$ cat src/rtl/cs_seq_pkg.sv
package cs_seq_pkg;

  typedef enum logic {
    SEQ_IDLE = 1'b0,
    SEQ_BUSY = 1'b1
  } seq_state_e;

  localparam logic [1:0] WID_8  = 2'd0;
  localparam logic [1:0] WID_16 = 2'd1;

  localparam int LEN_W = 5;

  // Decoded access length in cycles: code + 2, saturating at 16
  function automatic logic [LEN_W-1:0] access_len(input logic [3:0] code);
    logic [LEN_W-1:0] len;
    if (code >= 4'd14) len = 5'd16;
    else               len = {1'b0, code} + 5'd2;
    return len;
  endfunction

endpackage

$ cat src/rtl/cs_cfg_select.sv
module cs_cfg_select
  import cs_seq_pkg::*;
#(
  parameter int NUM_CS = 4,
  parameter int CS_W   = 2,
  parameter int LANES  = 4
) (
  input  logic [CS_W-1:0]     sel,
  input  logic [NUM_CS*4-1:0] cfg_wait,
  input  logic [NUM_CS-1:0]   cfg_wr_ok,
  input  logic [NUM_CS*2-1:0] cfg_width,
  output logic [LEN_W-1:0]    len,
  output logic                wr_ok,
  output logic [LANES-1:0]    lane_en
);

  logic [3:0] wait_a  [NUM_CS];
  logic [1:0] width_a [NUM_CS];

  for (genvar g = 0; g < NUM_CS; g++) begin : g_unpack
    assign wait_a[g]  = cfg_wait[4*g +: 4];
    assign width_a[g] = cfg_width[2*g +: 2];
  end

  int n_lanes;

  always_comb begin
    len   = access_len(wait_a[sel]);
    wr_ok = cfg_wr_ok[sel];
    case (width_a[sel])
      WID_8:   n_lanes = 1;
      WID_16:  n_lanes = 2;
      default: n_lanes = LANES;
    endcase
    for (int i = 0; i < LANES; i++) begin
      lane_en[i] = (i < n_lanes);
    end
  end

endmodule

$ cat src/rtl/cs_wait_counter.sv
module cs_wait_counter
  import cs_seq_pkg::*;
(
  input  logic             clk,
  input  logic             rst_n,
  input  logic             start,
  input  logic             busy,
  input  logic [LEN_W-1:0] len_i,
  output logic [LEN_W-1:0] cnt,
  output logic             last
);

  logic [LEN_W-1:0] cnt_q, cnt_d;
  logic             cnt_en;

  assign last = busy && (cnt_q == len_i);

  always_comb begin
    cnt_en = 1'b0;
    cnt_d  = cnt_q;
    if (start) begin
      cnt_en = 1'b1;
      cnt_d  = 5'd1;
    end else if (busy && !last) begin
      cnt_en = 1'b1;
      cnt_d  = cnt_q + 5'd1;
    end
  end

  always_ff @(posedge clk or negedge rst_n) begin
    if (!rst_n)      cnt_q <= '0;
    else if (cnt_en) cnt_q <= cnt_d;
  end

  assign cnt = cnt_q;

  // the running count never leaves 1..length during an access
  p_cnt_bound_r1: assert property (@(posedge clk) disable iff (!rst_n)
    busy |-> (cnt_q >= 5'd1 && cnt_q <= len_i));

endmodule

$ cat src/rtl/cs_strobe_gen.sv
module cs_strobe_gen
  import cs_seq_pkg::*;
#(
  parameter int NUM_CS = 4,
  parameter int CS_W   = 2
) (
  input  logic             busy,
  input  logic [LEN_W-1:0] cnt,
  input  logic             write,
  input  logic [CS_W-1:0]  sel,
  output logic [NUM_CS-1:0] cs_n,
  output logic             oe_n,
  output logic             we_n
);

  logic strobe_on;

  for (genvar g = 0; g < NUM_CS; g++) begin : g_cs
    assign cs_n[g] = !(busy && (sel == CS_W'(g)));
  end

  assign strobe_on = busy && (cnt >= 5'd2);
  assign oe_n      = !(strobe_on && !write);
  assign we_n      = !(strobe_on && write);

endmodule

$ cat src/rtl/cs_lane_mask.sv
module cs_lane_mask #(
  parameter int LANES = 4
) (
  input  logic [LANES*8-1:0] data_i,
  input  logic [LANES-1:0]   lane_en,
  output logic [LANES*8-1:0] data_o
);

  for (genvar g = 0; g < LANES; g++) begin : g_lane
    assign data_o[8*g +: 8] = lane_en[g] ? data_i[8*g +: 8] : 8'h00;
  end

endmodule

$ cat src/rtl/cs_access_seq.sv
module cs_access_seq
  import cs_seq_pkg::*;
#(
  parameter int ADDR_W = 32,
  parameter int DATA_W = 32,
  parameter int NUM_CS = 4,
  parameter int CS_LSB = 26
) (
  input  logic                clk,
  input  logic                rst_n,
  input  logic                req_valid,
  output logic                req_ready,
  input  logic                req_write,
  input  logic [ADDR_W-1:0]   req_addr,
  input  logic [DATA_W-1:0]   req_wdata,
  output logic                rsp_done,
  output logic                rsp_err,
  output logic [DATA_W-1:0]   rsp_rdata,
  input  logic [NUM_CS*4-1:0] cfg_wait,
  input  logic [NUM_CS-1:0]   cfg_wr_ok,
  input  logic [NUM_CS*2-1:0] cfg_width,
  output logic [NUM_CS-1:0]   mem_cs_n,
  output logic                mem_oe_n,
  output logic                mem_we_n,
  output logic [ADDR_W-1:0]   mem_addr,
  output logic [DATA_W-1:0]   mem_wdata,
  output logic [DATA_W/8-1:0] mem_lane_en,
  input  logic [DATA_W-1:0]   mem_rdata
);

  localparam int CS_W  = $clog2(NUM_CS);
  localparam int LANES = DATA_W / 8;

  // Reset: asserted asynchronously, released through two flops
  logic [1:0] rst_pipe_q;
  logic       rst_int_n;

  always_ff @(posedge clk or negedge rst_n) begin
    if (!rst_n) rst_pipe_q <= 2'b00;
    else        rst_pipe_q <= {rst_pipe_q[0], 1'b1};
  end
  assign rst_int_n = rst_pipe_q[1];

  // State and request decode
  seq_state_e        state_q, state_d;
  logic              busy, accept, blocked, start, last;
  logic [CS_W-1:0]   sel_now;
  logic [LEN_W-1:0]  len_now;
  logic              wr_ok_now;
  logic [LANES-1:0]  lanes_now;
  logic [DATA_W-1:0] wdata_masked, rdata_masked;
  logic [LEN_W-1:0]  cnt;

  logic              write_q;
  logic [CS_W-1:0]   sel_q;
  logic [ADDR_W-1:0] addr_q;
  logic [DATA_W-1:0] wdata_q;
  logic [LANES-1:0]  lanes_q;
  logic [LEN_W-1:0]  len_q;
  logic              done_q, done_d;
  logic              err_q, err_d;
  logic [DATA_W-1:0] rdata_q, rdata_d;
  logic              rdata_en;

  assign busy      = (state_q == SEQ_BUSY);
  assign req_ready = !busy;
  assign accept    = req_valid && req_ready;
  assign sel_now   = req_addr[CS_LSB +: CS_W];
  assign blocked   = accept && req_write && !wr_ok_now;
  assign start     = accept && !blocked;

  cs_cfg_select #(.NUM_CS(NUM_CS), .CS_W(CS_W), .LANES(LANES)) u_cfg (
    .sel       (sel_now),
    .cfg_wait  (cfg_wait),
    .cfg_wr_ok (cfg_wr_ok),
    .cfg_width (cfg_width),
    .len       (len_now),
    .wr_ok     (wr_ok_now),
    .lane_en   (lanes_now)
  );

  cs_lane_mask #(.LANES(LANES)) u_wmask (
    .data_i  (req_wdata),
    .lane_en (lanes_now),
    .data_o  (wdata_masked)
  );

  cs_lane_mask #(.LANES(LANES)) u_rmask (
    .data_i  (mem_rdata),
    .lane_en (lanes_q),
    .data_o  (rdata_masked)
  );

  cs_wait_counter u_cnt (
    .clk   (clk),
    .rst_n (rst_int_n),
    .start (start),
    .busy  (busy),
    .len_i (len_q),
    .cnt   (cnt),
    .last  (last)
  );

  cs_strobe_gen #(.NUM_CS(NUM_CS), .CS_W(CS_W)) u_strobe (
    .busy  (busy),
    .cnt   (cnt),
    .write (write_q),
    .sel   (sel_q),
    .cs_n  (mem_cs_n),
    .oe_n  (mem_oe_n),
    .we_n  (mem_we_n)
  );

  // Next-state logic
  always_comb begin
    state_d = state_q;
    case (state_q)
      SEQ_IDLE: if (start) state_d = SEQ_BUSY;
      SEQ_BUSY: if (last)  state_d = SEQ_IDLE;
      default:             state_d = SEQ_IDLE;
    endcase
    done_d   = blocked || last;
    err_d    = blocked;
    rdata_en = last && !write_q;
    rdata_d  = rdata_masked;
  end

  // State registers
  always_ff @(posedge clk or negedge rst_int_n) begin
    if (!rst_int_n) begin
      state_q <= SEQ_IDLE;
      done_q  <= 1'b0;
      err_q   <= 1'b0;
    end else begin
      state_q <= state_d;
      done_q  <= done_d;
      err_q   <= err_d;
    end
  end

  // Request capture, enabled by start
  always_ff @(posedge clk or negedge rst_int_n) begin
    if (!rst_int_n) begin
      write_q <= 1'b0;
      sel_q   <= '0;
      addr_q  <= '0;
      wdata_q <= '0;
      lanes_q <= '0;
      len_q   <= 5'd2;
    end else if (start) begin
      write_q <= req_write;
      sel_q   <= sel_now;
      addr_q  <= req_addr;
      wdata_q <= wdata_masked;
      lanes_q <= lanes_now;
      len_q   <= len_now;
    end
  end

  // Read data capture, enabled on the last cycle of a read
  always_ff @(posedge clk or negedge rst_int_n) begin
    if (!rst_int_n)    rdata_q <= '0;
    else if (rdata_en) rdata_q <= rdata_d;
  end

  assign rsp_done    = done_q;
  assign rsp_err     = err_q;
  assign rsp_rdata   = rdata_q;
  assign mem_addr    = addr_q;
  assign mem_wdata   = wdata_q;
  assign mem_lane_en = busy ? lanes_q : '0;

  // never more than one chip select active
  p_cs_onehot_r3: assert property (@(posedge clk) disable iff (!rst_int_n)
    $onehot0(~mem_cs_n));

  // read and write strobes are mutually exclusive
  p_strobe_excl_r5: assert property (@(posedge clk) disable iff (!rst_int_n)
    !(!mem_oe_n && !mem_we_n));

  // a strobe only ever sits inside an active chip select
  p_strobe_in_cs_r5: assert property (@(posedge clk) disable iff (!rst_int_n)
    (!mem_oe_n || !mem_we_n) |-> !(&mem_cs_n));

  // the chip select does not move before the last cycle
  p_cs_held_r1: assert property (@(posedge clk) disable iff (!rst_int_n)
    (busy && !last) |=> (mem_cs_n == $past(mem_cs_n)));

  // the last cycle is followed by the done pulse
  p_done_after_last_r1: assert property (@(posedge clk) disable iff (!rst_int_n)
    last |=> (rsp_done && !rsp_err));

  // a rejected write ends at once with an error and no select
  p_blocked_resp_r6: assert property (@(posedge clk) disable iff (!rst_int_n)
    blocked |=> (rsp_done && rsp_err && (&mem_cs_n) && mem_we_n));

  // the write strobe is never asserted for a protected chip select
  p_we_permitted_r6: assert property (@(posedge clk) disable iff (!rst_int_n)
    !mem_we_n |-> cfg_wr_ok[sel_q]);

  // a taken request drops ready on the next cycle
  p_ready_drop_r4: assert property (@(posedge clk) disable iff (!rst_int_n)
    start |=> !req_ready);

  // an error is only ever reported with a completion
  p_err_with_done_r9: assert property (@(posedge clk) disable iff (!rst_int_n)
    rsp_err |-> rsp_done);

endmodule

$ cat config.mk
export PLATFORM = sky130hd
export DESIGN_NAME = cs_access_seq
export DESIGN_NICKNAME = d
export VERILOG_FILES = /design/src/rtl/cs_seq_pkg.sv /design/src/rtl/cs_cfg_select.sv /design/src/rtl/cs_wait_counter.sv /design/src/rtl/cs_strobe_gen.sv /design/src/rtl/cs_lane_mask.sv /design/src/rtl/cs_access_seq.sv
export SDC_FILE = /design/constraint.sdc
export NUM_CORES = 1
export LEC_CHECK = 0
export ABC_AREA = 1
export BUFFER_PORTS_ARGS = -buffer_cell sky130_fd_sc_hd__buf_2
export CORE_AREA = 2 2 106 108
export DETAILED_ROUTE_END_ITERATION = 10
export DIE_AREA = 0 0 108 110
export PLACE_DENSITY = 0.84
export SETUP_SLACK_MARGIN = 0.02
export SKIP_CTS_REPAIR_TIMING = 1
export SLEW_MARGIN = 20
export SYNTH_ARGS = -nofsm -noshare
export SYNTH_HDL_FRONTEND = slang
export SYNTH_SLANG_ARGS = --single-unit
$ cat constraint.sdc
create_clock -name clk -period 5.9 [get_ports clk]
set_clock_uncertainty 0.05 [all_clocks]
set_input_delay 0.295 -clock clk [delete_from_list [all_inputs] [get_ports clk]]
set_output_delay 0.295 -clock clk [all_outputs]
set_load 0.05 [all_outputs]
Word level (Yosys, flattened, before mapping)

Cells that the tools add are included.
W data, S select, Z words.

Memory bits (read-only): 0
Register bits after elaboration: 118
RAM bits: 0
Memories: 0
Latch bits: 0
Bits of input ports: 128
Output and inout bits: 109
Word-level logic and storage cells: 85

Eq/ne operators: 5
Reductions and logical operators: 30
Bitwise logic cells: 2
$mul: 0
Order comparisons: 8
Mux-type cells: 26
Shift operators: 0
Divide/modulo/power cells: 0
Add/subtract/negate cells: 2

Operators with widths:

| kind                  | count |
|---|---|
| $mux W8               | 8 |
| $mux W5               | 3 |
| $logic_and A1 B1 Y1   | 14 |
| $mux W4               | 3 |
| $logic_not A1 Y1      | 11 |
| $bmux W4 S2           | 1 |
| $lt A1 B3 Y1 const A  | 2 |
| $lt A2 B3 Y1 const A  | 2 |
| $pmux W3 S2           | 1 |
| $add A4 B2 Y5 const B | 1 |
| $add A5 B1 Y5 const B | 1 |
| $eq A5 B5 Y1          | 1 |
| $ge A5 B2 Y1 const B  | 1 |
| $mux W1               | 5 |
| $bmux W2 S2           | 1 |
| $eq A2 B1 Y1 const B  | 2 |
| $eq A2 B2 Y1 const B  | 2 |
| $ge A4 B4 Y1 const B  | 1 |
| $logic_not A2 Y1      | 2 |
| $mux W2               | 2 |
| $ge A3 B3 Y1 const B  | 1 |
| $lt A2 B3 Y1 const B  | 1 |
| $not A2 Y3            | 1 |
| $bmux W1 S2           | 1 |
| other kinds (5)       | 5 |

Logic depth before layout (Yosys ltp)

Gate-level depths: netlist (run 1).

Depth in word-level cells: 8
Depth in mapped cells: 12
Gate-level depth less buffers: 11

Cells and area by module

From an unflattened synthesis (run 1), not the netlist that was laid out.

Cell total of the unflattened synthesis: 778
Area, all modules: 5,819.3 sq um

By module, submodules not included:

| module          | instances | cells an instance | area an instance (sq um) |
|---|---|---|---|
| cs_access_seq   | 1         | 485               | 4,403.0 |
| cs_lane_mask    | 2         | 68                | 260.2 |
| cs_cfg_select   | 1         | 83                | 435.4 |
| cs_wait_counter | 1         | 62                | 405.4 |
| cs_strobe_gen   | 1         | 12                | 55.1 |

Worst setup path before layout (run 1)

OpenSTA, ideal clock, no wires.

Path type: register -> output
From: register u_cnt.cnt_q[0] (netlist: u_cnt.cnt[0])
To: output mem_oe_n
Arrival time: 1.367 ns
Cell stages (with the launch flop): 8
Buffers on the path: 0
Setup slack: 4.188 ns
Cell sequence: dfrtp_1 inv_1 ha_1 nor4_1 nand2_1 nand2_1 inv_1 nand2_1

Cells in the longest elaborated chain, start to end: 4

RTL lines:

| element                  | line                  | text |
|---|---|---|
| start: declaration       | cs_wait_counter.sv:13 | `logic [LEN_W-1:0] cnt_q, cnt_d;` |
| start signal: assignment | cs_wait_counter.sv:32 | `else if (cnt_en) cnt_q <= cnt_d;` |
| $ge A5 B2 Y1             | cs_strobe_gen.sv:22   | `assign strobe_on = busy && (cnt >= 5'd2);` |
| $logic_and A1 B1 Y1      | cs_strobe_gen.sv:22   |  |
| $logic_and A1 B1 Y1      | cs_strobe_gen.sv:23   | `assign oe_n = !(strobe_on && !write);` |
| $logic_not A1 Y1         | cs_strobe_gen.sv:23   |  |
| end: declaration         | cs_access_seq.sv:23   | `output logic mem_oe_n,` |

Every way passes these cells.

Worst setup path in the final report (run 1)

From: register state_q (netlist: busy)
To: register lanes_q[0]

Cells in the longest elaborated chain, start to end: 6

RTL lines:

| element                           | line                 | text |
|---|---|---|
| start: declaration                | cs_access_seq.sv:45  | `seq_state_e state_q, state_d;` |
| start signal: assignment          | cs_access_seq.sv:135 | `state_q <= state_d;` |
| $logic_not A1 Y1 *                | cs_access_seq.sv:66  | `assign req_ready = !busy;` |
| $logic_and A1 B1 Y1 *             | cs_access_seq.sv:67  | `assign accept = req_valid && req_ready;` |
| $logic_and A1 B1 Y1 (2 in series) | cs_access_seq.sv:69  | `assign blocked = accept && req_write && !wr_ok_now;` |
| $logic_not A1 Y1                  | cs_access_seq.sv:70  | `assign start = accept && !blocked;` |
| $logic_and A1 B1 Y1 *             | cs_access_seq.sv:70  |  |
| end signal: assignment            | cs_access_seq.sv:155 | `lanes_q <= lanes_now;` |
| end: declaration                  | cs_access_seq.sv:58  | `logic [LANES-1:0] lanes_q;` |

Mark *: on every way between the ends. The rest lies on a longest branch, timed or not.
A chain may end at the register's enable or synchronous reset.

==> flow_metrics.tcl, run 1 <==
set metrics [dict create \
    wirelength_um 16250 \
    ir_worst_vdd_uv 560.3 \
    grt_pass1_wl_um 21710 \
    p_sw_mw 2.615 \
    finalHoldViolCount 0 \
    grt_overflow 0 \
    ios 237 \
    final_cells 1124 \
    grt.total_usage_pct 23.26 \
    syn_area_per_cell_um2 7.757 \
    cts.path.max_buffers 2 \
    r2r_cells 5 \
    pre_cts_ws_ns 3.106 \
    power.internal_mw 2.351 \
    slew_viol_final 0 \
    min_period_ns 2.804 \
    dp_hpwl_um 9567 \
    p_seq_share_pct 28.5 \
    final_net_count 1103 \
    drv_cap 0 \
    crit_type "flop to flop" \
    synthCells 686 \
    worstMarginPinSlew_ns 0.9264 \
    synth_flop_cell "dfrtp_1" \
    r2r-end "lanes_q[0]" \
    drc 0 \
    mappedNetlistArea_mm2 0.005321 \
    synth_edf_count 0 \
    p_sw_share_pct 52.66 \
    dp.cells 1029 \
    synth-async-reset-ratio_pct 100.0 \
    period_share_pct 47.52 \
    dpl_cell_area_mm2 0.006523 \
    clockRootBuffer "clkbuf_8" \
    dieHeight_um 110 \
    fillers 825 \
    first_iter_violations 372 \
    first_pass_iters 5 \
    clk_pin_slew_ns 0.06 \
    yosys.area.top_type_share_pct 54.08 \
    worst_ep_arrival_time_ns 3.13 \
    grt_start_max_net_pins 91 \
    wire_per_inst_um 14.45 \
    clock-sinks 116 \
    rr_startpoint "busy" \
    ys_warn_count 0 \
    start_util_pct 49.74 \
    grt_pass1_vias 4701 \
    htreeDepth 4 \
    power.density_mw_per_mm2 640.8 \
    ys_ff_latch 116 \
    antenna_found_initial 0 \
    clock_power_share_pct 20.7 \
    n_antenna_cell 0 \
    cts_buffers 17 \
    yosysTopAreaCell "dfrtp_1" \
    cp.required_ns 6.23 \
    slew_headroom_pct 38.24 \
    ys_top_cells_by_area "dfrtp_1 54%, nand2_1 26%, inv_1 4.2%" \
    rrSetupSlack_ns 3.10 \
    end_kind "flop" \
    die_area_mm2 0.01188 \
    start_kind "flop" \
    setup_tns_ns 0 \
    final_area_mm2 0.007750 \
    whs_ns 0.04402 \
    synth.most_common_cell "nand2_1" \
    tritoncts "done" \
    ant_nets 0 \
    synthTopCellsByCount "366 x nand2_1, 115 x dfrtp_1, 60 x inv_1" \
    final-setup-viol-count 0 \
    clock_latency_ns 0.50 \
    multi_input_area_mm2 0.001996 \
    seq_area_mm2 0.002908 \
    cp_max_fo 90 \
    power.leakage_nw 4.667 \
    fmax_mhz 356.7 \
    portBuffers 236 \
    die_w_um 108 \
    syn-num-nets 818 \
    synth-seq-area-share_pct 54.57 \
    gp_congestion 0.8426 \
    avgViaCountPerCell 4.947 \
    vias 5560 \
    core_mm2 0.01070 \
    rsz0062_at_grt "no" \
    setup_ws_ns 3.096 \
    status "completed" \
    std_cell_rows 38 \
    area_growth_pct 45.64 \
    yosysUniqueCellTypes 28 \
    hold_path_class "primary input to asynchronous set/reset pin" \
    pwr-share-comb_pct 50.8 \
    layout-drive-gt1-share_pct 28.66 \
]
[kinds of logic (layout without fill, tap and decap cells)]
kind of cell | after synthesis | count (layout) | share of synthesized area, %
adders and majority gates | 4 | 4 | 0.9406
AOI/OAI and AO/OA | 16 | 16 | 1.528
buffers and inverters | 100 | 398 | 8.018
other | 1 | 1 | 0.07047
DFF | 116 | 116 | 54.57
xor gates and xnor gates | 5 | 5 | 0.8229
and+or+nand+nor | 444 | 444 | 34.05
[final cells by class]
cell class,count,share of cell area (%)
clock buffer,18,5.392
tap,140,2.260
timing repair buffer,302,23.67
clock inverter,14,2.309
inverter,64,3.100
sequential,116,37.52
multi-input combinational,470,25.75
[worst max-delay path, cell delays in order (launching register included)]
cell     delay, ns
dfrtp_1       0.37
buf_4         0.42
nor2_1        0.15
nand2_4       0.68
inv_2         0.54
or2_2         0.42
[stage by stage]
step / utilization (%) / power [mW]
final: 72.44 / 4.966
after global routing: 72.44 / 5.243
after CTS: 66.55 / 4.903
after detailed placement: 60.97 / 3.863
after global placement: 60.92 / 3.820
after floorplan: - / 3.284
[placed cells by master, fill, tap and decap left out]
cell | synthesis | routed
nor2_4 | 0 | 1
clkbuf_8 | 0 | 1
conb_1 | 1 | 1
dlygate4sd3_1 | 0 | 63
nand2_4 | 1 | 1
nor2_1 | 13 | 13
clkinv_4 | 0 | 4
inv_1 | 60 | 60
dfstp_2 | 1 | 1
o21ai_1 | 1 | 1
nor4_1 | 1 | 1
nor3_2 | 1 | 1
buf_2 | 16 | 236
nor2_2 | 3 | 2
inv_6 | 0 | 3
clkinv_2 | 0 | 1
xor2_1 | 4 | 4
clkbuf_1 | 11 | 1
buf_4 | 6 | 3
o21ai_0 | 14 | 14
dfrtp_1 | 115 | 114
dfrtp_4 | 0 | 1
bufinv_16 | 0 | 3
nand3_2 | 1 | 1
o22ai_1 | 1 | 1
inv_2 | 3 | 3
xnor2_1 | 1 | 1
clkinvlp_4 | 0 | 3
clkinv_1 | 1 | 1
ha_1 | 4 | 4
nand4_1 | 33 | 33
nand3_1 | 24 | 24
clkbuf_16 | 0 | 16
nand2_1 | 366 | 366
or2_2 | 1 | 1
[routing by layer]
layer  global-route usage, %  share of wire [%]  vias to the layer above
met5                       0                  0                        -
met3                   6.643                8.0                       21
met2                   38.50                 49                      266
met4                   7.051                1.4                        0
met1                   29.98                 41                     2600
li1                        -                  -                     2673
[power groups by stage]
stage	logic, mW	clock network (mW)	registers [mW]
after floorplan	0.878	0	2.41
after global placement	2.42	0	1.40
after detailed placement	2.46	0	1.40
after CTS	2.46	1.04	1.40
after global routing	2.71	1.08	1.46
final	2.52	1.03	1.41
[registers in the layout, summed over array words and instances, names as in the netlist]
register and count:
len_q 5, rsp_done 1, u_cnt.cnt 5, mem_wdata 32, busy 1, rst_pipe_q 2, sel_q 1, lanes_q 4
write_q 1, rsp_err 1, mem_addr 31, rsp_rdata 32
[how the worst max path moves through the flow]
stage               cells past startpoint  slack, ns          to     startpoint
finish                                  5       3.10  lanes_q[0]           busy
detailed placement                      9       3.11  lanes_q[0]   req_addr[26]
global route                            5       2.87  lanes_q[0]           busy
CTS                                     5       3.16  lanes_q[0]           busy
global placement                        9       3.12  lanes_q[0]   req_addr[26]
floorplan                               0       2.38        busy  rst_pipe_q[1]
Power figures use the tool's default switching activity.
==> inputs of run 2 (changes only) <==
CORE_AREA = 2 2 110 112   (was 2 2 106 108)
DIE_AREA = 0 0 112 114   (was 0 0 108 110)
PLACE_DENSITY = 0.78   (was 0.84)
clock period = 2.8 ns   (was 5.9 ns; I/O delays follow)
==> flow_metrics.tcl, run 2 (same netlist as run 1, synthesis figures left out) <==
set metrics [dict create \
    status "completed" \
    dieHeight_um 114 \
    hold_path_class "primary input to asynchronous set/reset pin" \
    start_util_pct 45.44 \
    setup_ws_ns 0.6599 \
    rrSetupSlack_ns 0.76 \
    cp.depth 8 \
    worst_path_most_repeated_cell "nand2_1" \
    drv_cap 0 \
    final_area_mm2 0.007849 \
    cp.required_ns 2.61 \
    whs_ns 0.003326 \
    final_common_cell "nand2_1" \
    r2r_cells 7 \
    crit_type "flop to primary output" \
    start_kind "flop" \
    grt_overflow 0 \
    tritoncts "done" \
    dp_hpwl_um 9708 \
    clk_pin_slew_ns 0.06 \
    ios 237 \
    max_stage_delay_ns 0.42 \
    wire_per_inst_um 13.93 \
    avgViaCountPerCell 4.831 \
    n_antenna_cell 0 \
    period_share_pct 76.43 \
    final_cell_mix "366 x nand2_1, 236 x buf_2, 114 x dfrtp_1" \
    pre_cts_ws_ns 0.6782 \
    antenna_found_initial 0 \
    grt.total_usage_pct 22.28 \
    clock-sinks 116 \
    setup_tns_ns 0 \
    min_period_ns 2.140 \
    htreeDepth 4 \
    final_net_count 1108 \
    drc 0 \
    grt_pass1_wl_um 22980 \
    clock_latency_ns 0.40 \
    cts.path.max_buffers 2 \
    slew_headroom_pct 58.92 \
    rsz0062_at_grt "no" \
    core_mm2 0.01171 \
    die_w_um 112 \
    cp_slowest_cell "dfrtp_1" \
    worst_ep_arrival_time_ns 1.95 \
    power.density_mw_per_mm2 1355 \
    final-setup-viol-count 0 \
    portBuffers 236 \
    r2r-end "u_cnt.cnt[0]" \
    power_mw 10.63 \
    fillers 927 \
    ant_nets 0 \
    power.leakage_nw 4.713 \
    gp_congestion 0.8108 \
    dpl_cell_area_mm2 0.006576 \
    grt_start_max_net_pins 63 \
    vias 5488 \
    rr_startpoint "busy" \
    path_buf_inv 3 \
    layout-drive-gt1-share_pct 29.12 \
    area_growth_pct 47.50 \
    first_iter_violations 459 \
    clockRootBuffer "clkbuf_16" \
    worstMarginPinSlew_ns 0.6154 \
    cts_buffers 17 \
    die_area_mm2 0.01277 \
    cp_max_fo 5 \
    slew_viol_final 0 \
    end_kind "primary output" \
    crit_chain "inv_1 -> ha_1 -> nor4_1 -> nand2_1 -> nand2_1 -> inv_1 -> nand2_1 -> buf_2" \
    grt_pass1_vias 4876 \
    finalHoldViolCount 0 \
    wirelength_um 15830 \
    std_cell_rows 40 \
    first_pass_iters 5 \
    cp_top_family "simple AND/OR/NAND/NOR gates" \
    fmax_mhz 467.3 \
    ir_worst_vdd_uv 876.5 \
]
-- run 2: report_power, final --
| part | switching, mW | internal [mW] |
|---|---|---|
| Sequential | 0.537 | 2.42 |
| Combinational | 4.15 | 1.19 |
| Clock | 0.813 | 1.52 |
| Total | 5.50 | 5.14 |
-- run 2: how the worst max path moves through the flow --
stage	start	end
6_report	u_cnt.cnt[0]	mem_we_n
5_1_grt	u_cnt.cnt[0]	mem_we_n
4_1_cts	u_cnt.cnt[0]	mem_we_n
3_5_place_dp	req_addr[26]	u_cnt.cnt[0]
3_3_place_gp	req_addr[26]	u_cnt.cnt[0]
2_1_floorplan	rst_pipe_q[1]	busy
-- run 2: layer usage --
metal | wire length (um) | vias up | GRT usage, %
met5 | 0 | - | 0
met2 | 7785 | 246 | 36.93
li1 | - | 2688 | -
met3 | 1275 | 30 | 6.270
met1 | 6461 | 2524 | 29.08
met4 | 306 | 0 | 6.016
-- run 2: final cells by class --
cell class | count | area (um^2) | area share, %
Clock inverter | 14 | 202.7 | 2.582
Tap cell | 147 | 183.9 | 2.343
Clock buffer | 18 | 439.2 | 5.595
Multi-Input combinational cell | 470 | 1991 | 25.36
Inverter | 64 | 240.2 | 3.061
Timing Repair Buffer | 307 | 1884 | 24.01
Sequential cell | 116 | 2908 | 37.05
-- run 2: metrics by stage --
step | std cells | utilization [%]
finish | 1136 | 67.02
global placement | 1041 | 56.15
floorplan | 686 | -
detailed placement | 1041 | 56.15
global route | 1136 | 67.02
CTS | 1073 | 61.63
==> inputs of run 3 (changes only) <==
ABC_AREA = 0   (was 1)
CORE_AREA = 2 2 108 110   (was 2 2 110 112)
DIE_AREA = 0 0 110 112   (was 0 0 112 114)
PLACE_DENSITY = 0.79   (was 0.78)
clock period = 2.1 ns   (was 2.8 ns; I/O delays follow)
==> flow_metrics.tcl, run 3 <==
set metrics [dict create \
    status "finished, violations left" \
    violations "hold timing" \
    dpl_cell_area_mm2 0.006456 \
    path_buf_inv 2 \
    clock_latency_ns 0.40 \
    power.internal_mw 7.646 \
    end_kind "primary output" \
    std_cell_rows 39 \
    ios 237 \
    cts.path.max_buffers 2 \
    grt_pass1_wl_um 19450 \
    syn-num-nets 546 \
    final_net_count 887 \
    dieHeight_um 112 \
    clk_pin_slew_ns 0.05 \
    period_share_pct 97.71 \
    start_kind "flop" \
    fillers 727 \
    finalHoldViolCount 1 \
    grt.total_usage_pct 20.88 \
    ant_nets 0 \
    grt_pass1_vias 3971 \
    synth-async-reset-ratio_pct 100.0 \
    hold_path_class "primary input to flop" \
    tritoncts "done" \
    final_area_mm2 0.008095 \
    grt_overflow 0 \
    cp.required_ns 1.95 \
    worstMarginPinSlew_ns 0.6739 \
    final_common_cell "buf_2" \
    mappedNetlistArea_mm2 0.005106 \
    rrSetupSlack_ns 0.16 \
    slew_headroom_pct 54.98 \
    power.leakage_nw 4.140 \
    p_sw_share_pct 48.23 \
    drc 0 \
    wirelength_um 15050 \
    cp_slowest_cell "or4_4" \
    p_sw_mw 7.124 \
    wire_per_inst_um 16.52 \
    whs_ns -0.02041 \
    core_mm2 0.01117 \
    ys_warn_count 0 \
    clock-sinks 116 \
    power.density_mw_per_mm2 1825 \
    clock_power_share_pct 20.9 \
    dp_hpwl_um 9267 \
    synth-seq-area-share_pct 56.87 \
    cp_max_fo 3 \
    power_mw 14.77 \
    area_growth_pct 58.54 \
    min_period_ns 2.052 \
    first_iter_violations 217 \
    portBuffers 236 \
    die_area_mm2 0.01232 \
    worst_ep_arrival_time_ns 1.90 \
    hold_depth 3 \
    die_w_um 110 \
    setup_ws_ns 0.04806 \
    yosys.area.top_type_share_pct 56.36 \
    synthCells 414 \
    cts_buffers 17 \
    max_stage_delay_ns 0.43 \
    crit_chain "inv_2 -> ha_1 -> or4_4 -> o211ai_1 -> buf_4" \
    yosysTopAreaCell "dfrtp_1" \
    yosysUniqueCellTypes 38 \
    p_seq_share_pct 27.8 \
    clockRootBuffer "clkbuf_16" \
    slew_viol_final 0 \
    layout-drive-gt1-share_pct 43.23 \
    pre_cts_ws_ns 0.03639 \
    ys_ff_latch 116 \
    start_util_pct 45.69 \
    gp_congestion 0.7988 \
    pwr-share-comb_pct 51.4 \
    drv_cap 0 \
    final-setup-viol-count 0 \
    fmax_mhz 487.3 \
    finish.utilization_pct 72.44 \
    cp_top_family "simple AND/OR/NAND/NOR gates" \
    r2r_cells 6 \
    crit_type "flop to primary output" \
    avgViaCountPerCell 4.868 \
    ys_top_cells_by_area "dfrtp_1 56%, mux2_4 7.9%, mux2i_1 7.4%" \
    grt_start_max_net_pins 61 \
    ir_worst_vdd_uv 1445 \
    synth_edf_count 0 \
    multi_input_area_mm2 0.001952 \
    synthTopCellsByCount "115 x dfrtp_1, 72 x nand2_1, 38 x mux2i_1" \
    first_pass_iters 5 \
    rr_startpoint "u_cnt.cnt[1]" \
    final_cell_mix "234 x buf_2, 112 x dfrtp_1, 97 x dlygate4sd3_1" \
    synth.most_common_cell "dfrtp_1" \
    hp-start "req_valid" \
    syn_area_per_cell_um2 12.33 \
    synth_flop_cell "dfrtp_1" \
    seq_area_mm2 0.002910 \
    vias 4435 \
    n_antenna_cell 0 \
    htreeDepth 4 \
    whs_endpoint "rsp_err" \
    antenna_found_initial 0 \
    r2r-end "rsp_rdata[19]" \
]
## run 3: cell count changes after synthesis, sizes merged, moves of 14 or more
cell   change
nor2      -14
mux2      +43
nand4     -33
nand3     -21
mux2i     +38
nand2    -295
inv       -29
## run 3: power by group through the flow
stage / Sequential [mW] / Combinational, mW / Clock, mW
after detailed placement: 4.09 / 7.32 / 0
after global placement: 4.02 / 7.17 / 0
after global routing: 4.23 / 7.96 / 3.25
final: 4.10 / 7.59 / 3.08
after floorplan: 7.23 / 2.37 / 0
after CTS: 4.08 / 7.34 / 3.13
## run 3: worst max-delay path by stage
stage,from,endpoint,slack (ns),cells after the start
final,u_cnt.cnt[0],mem_we_n,0.05,5
after detailed placement,req_addr[26],mem_wdata[16],0.04,6
after global placement,req_addr[26],mem_wdata[20],0.13,6
after floorplan,u_cnt.cnt[0],mem_we_n,0.10,4
after CTS,u_cnt.cnt[0],mem_we_n,-0.11,5
after global routing,u_cnt.cnt[0],mem_we_n,-0.006,5
## run 3: logic make-up (layout without fill, tap and decap cells)
kind of cell | Yosys count | after routing | share of synthesized area (%)
muxes | 87 | 87 | 21.56
buffers and inverters | 57 | 411 | 5.366
and+or+nand+nor | 104 | 104 | 9.263
other | 1 | 1 | 0.07344
DFF | 116 | 116 | 56.87
xor gates and xnor gates | 7 | 7 | 1.201
AOI/OAI and AO/OA | 38 | 38 | 4.680
adders and majority gates | 4 | 4 | 0.9802
## run 3: area by class of cell
type                    instances  area share, %
well taps                     143          2.210
clock buffers                  23          6.028
multi-input cells             241          24.11
clock inverters                 9          1.855
inverters                      34          1.577
flip-flops and latches        116          35.95
repair buffers                345          28.27
## run 3: through the flow
stage                     setup TNS (ns)  cells
after global placement                 0    780
final                                  0    911
after global routing           -0.005837    911
after floorplan                        0    414
after CTS                        -0.2124    812
after detailed placement               0    780
## run 3: worst register-to-register path, delay by kind of cell, from the launching register on
family | cells | cell delay, ns
xor gates and xnor gates | 1 | 0.15
muxes | 1 | 0.27
buffers and inverters | 2 | 0.42
DFF | 1 | 0.43
and+or+nand+nor | 2 | 0.53
## run 3: per-layer routing
metal	vias up	share of wire [%]	track usage, %
met5	-	0	0
met4	0	1.9	7.342
met3	27	5.7	5.679
met2	177	54	35.62
met1	2163	39	25.07
li1	2068	-	-
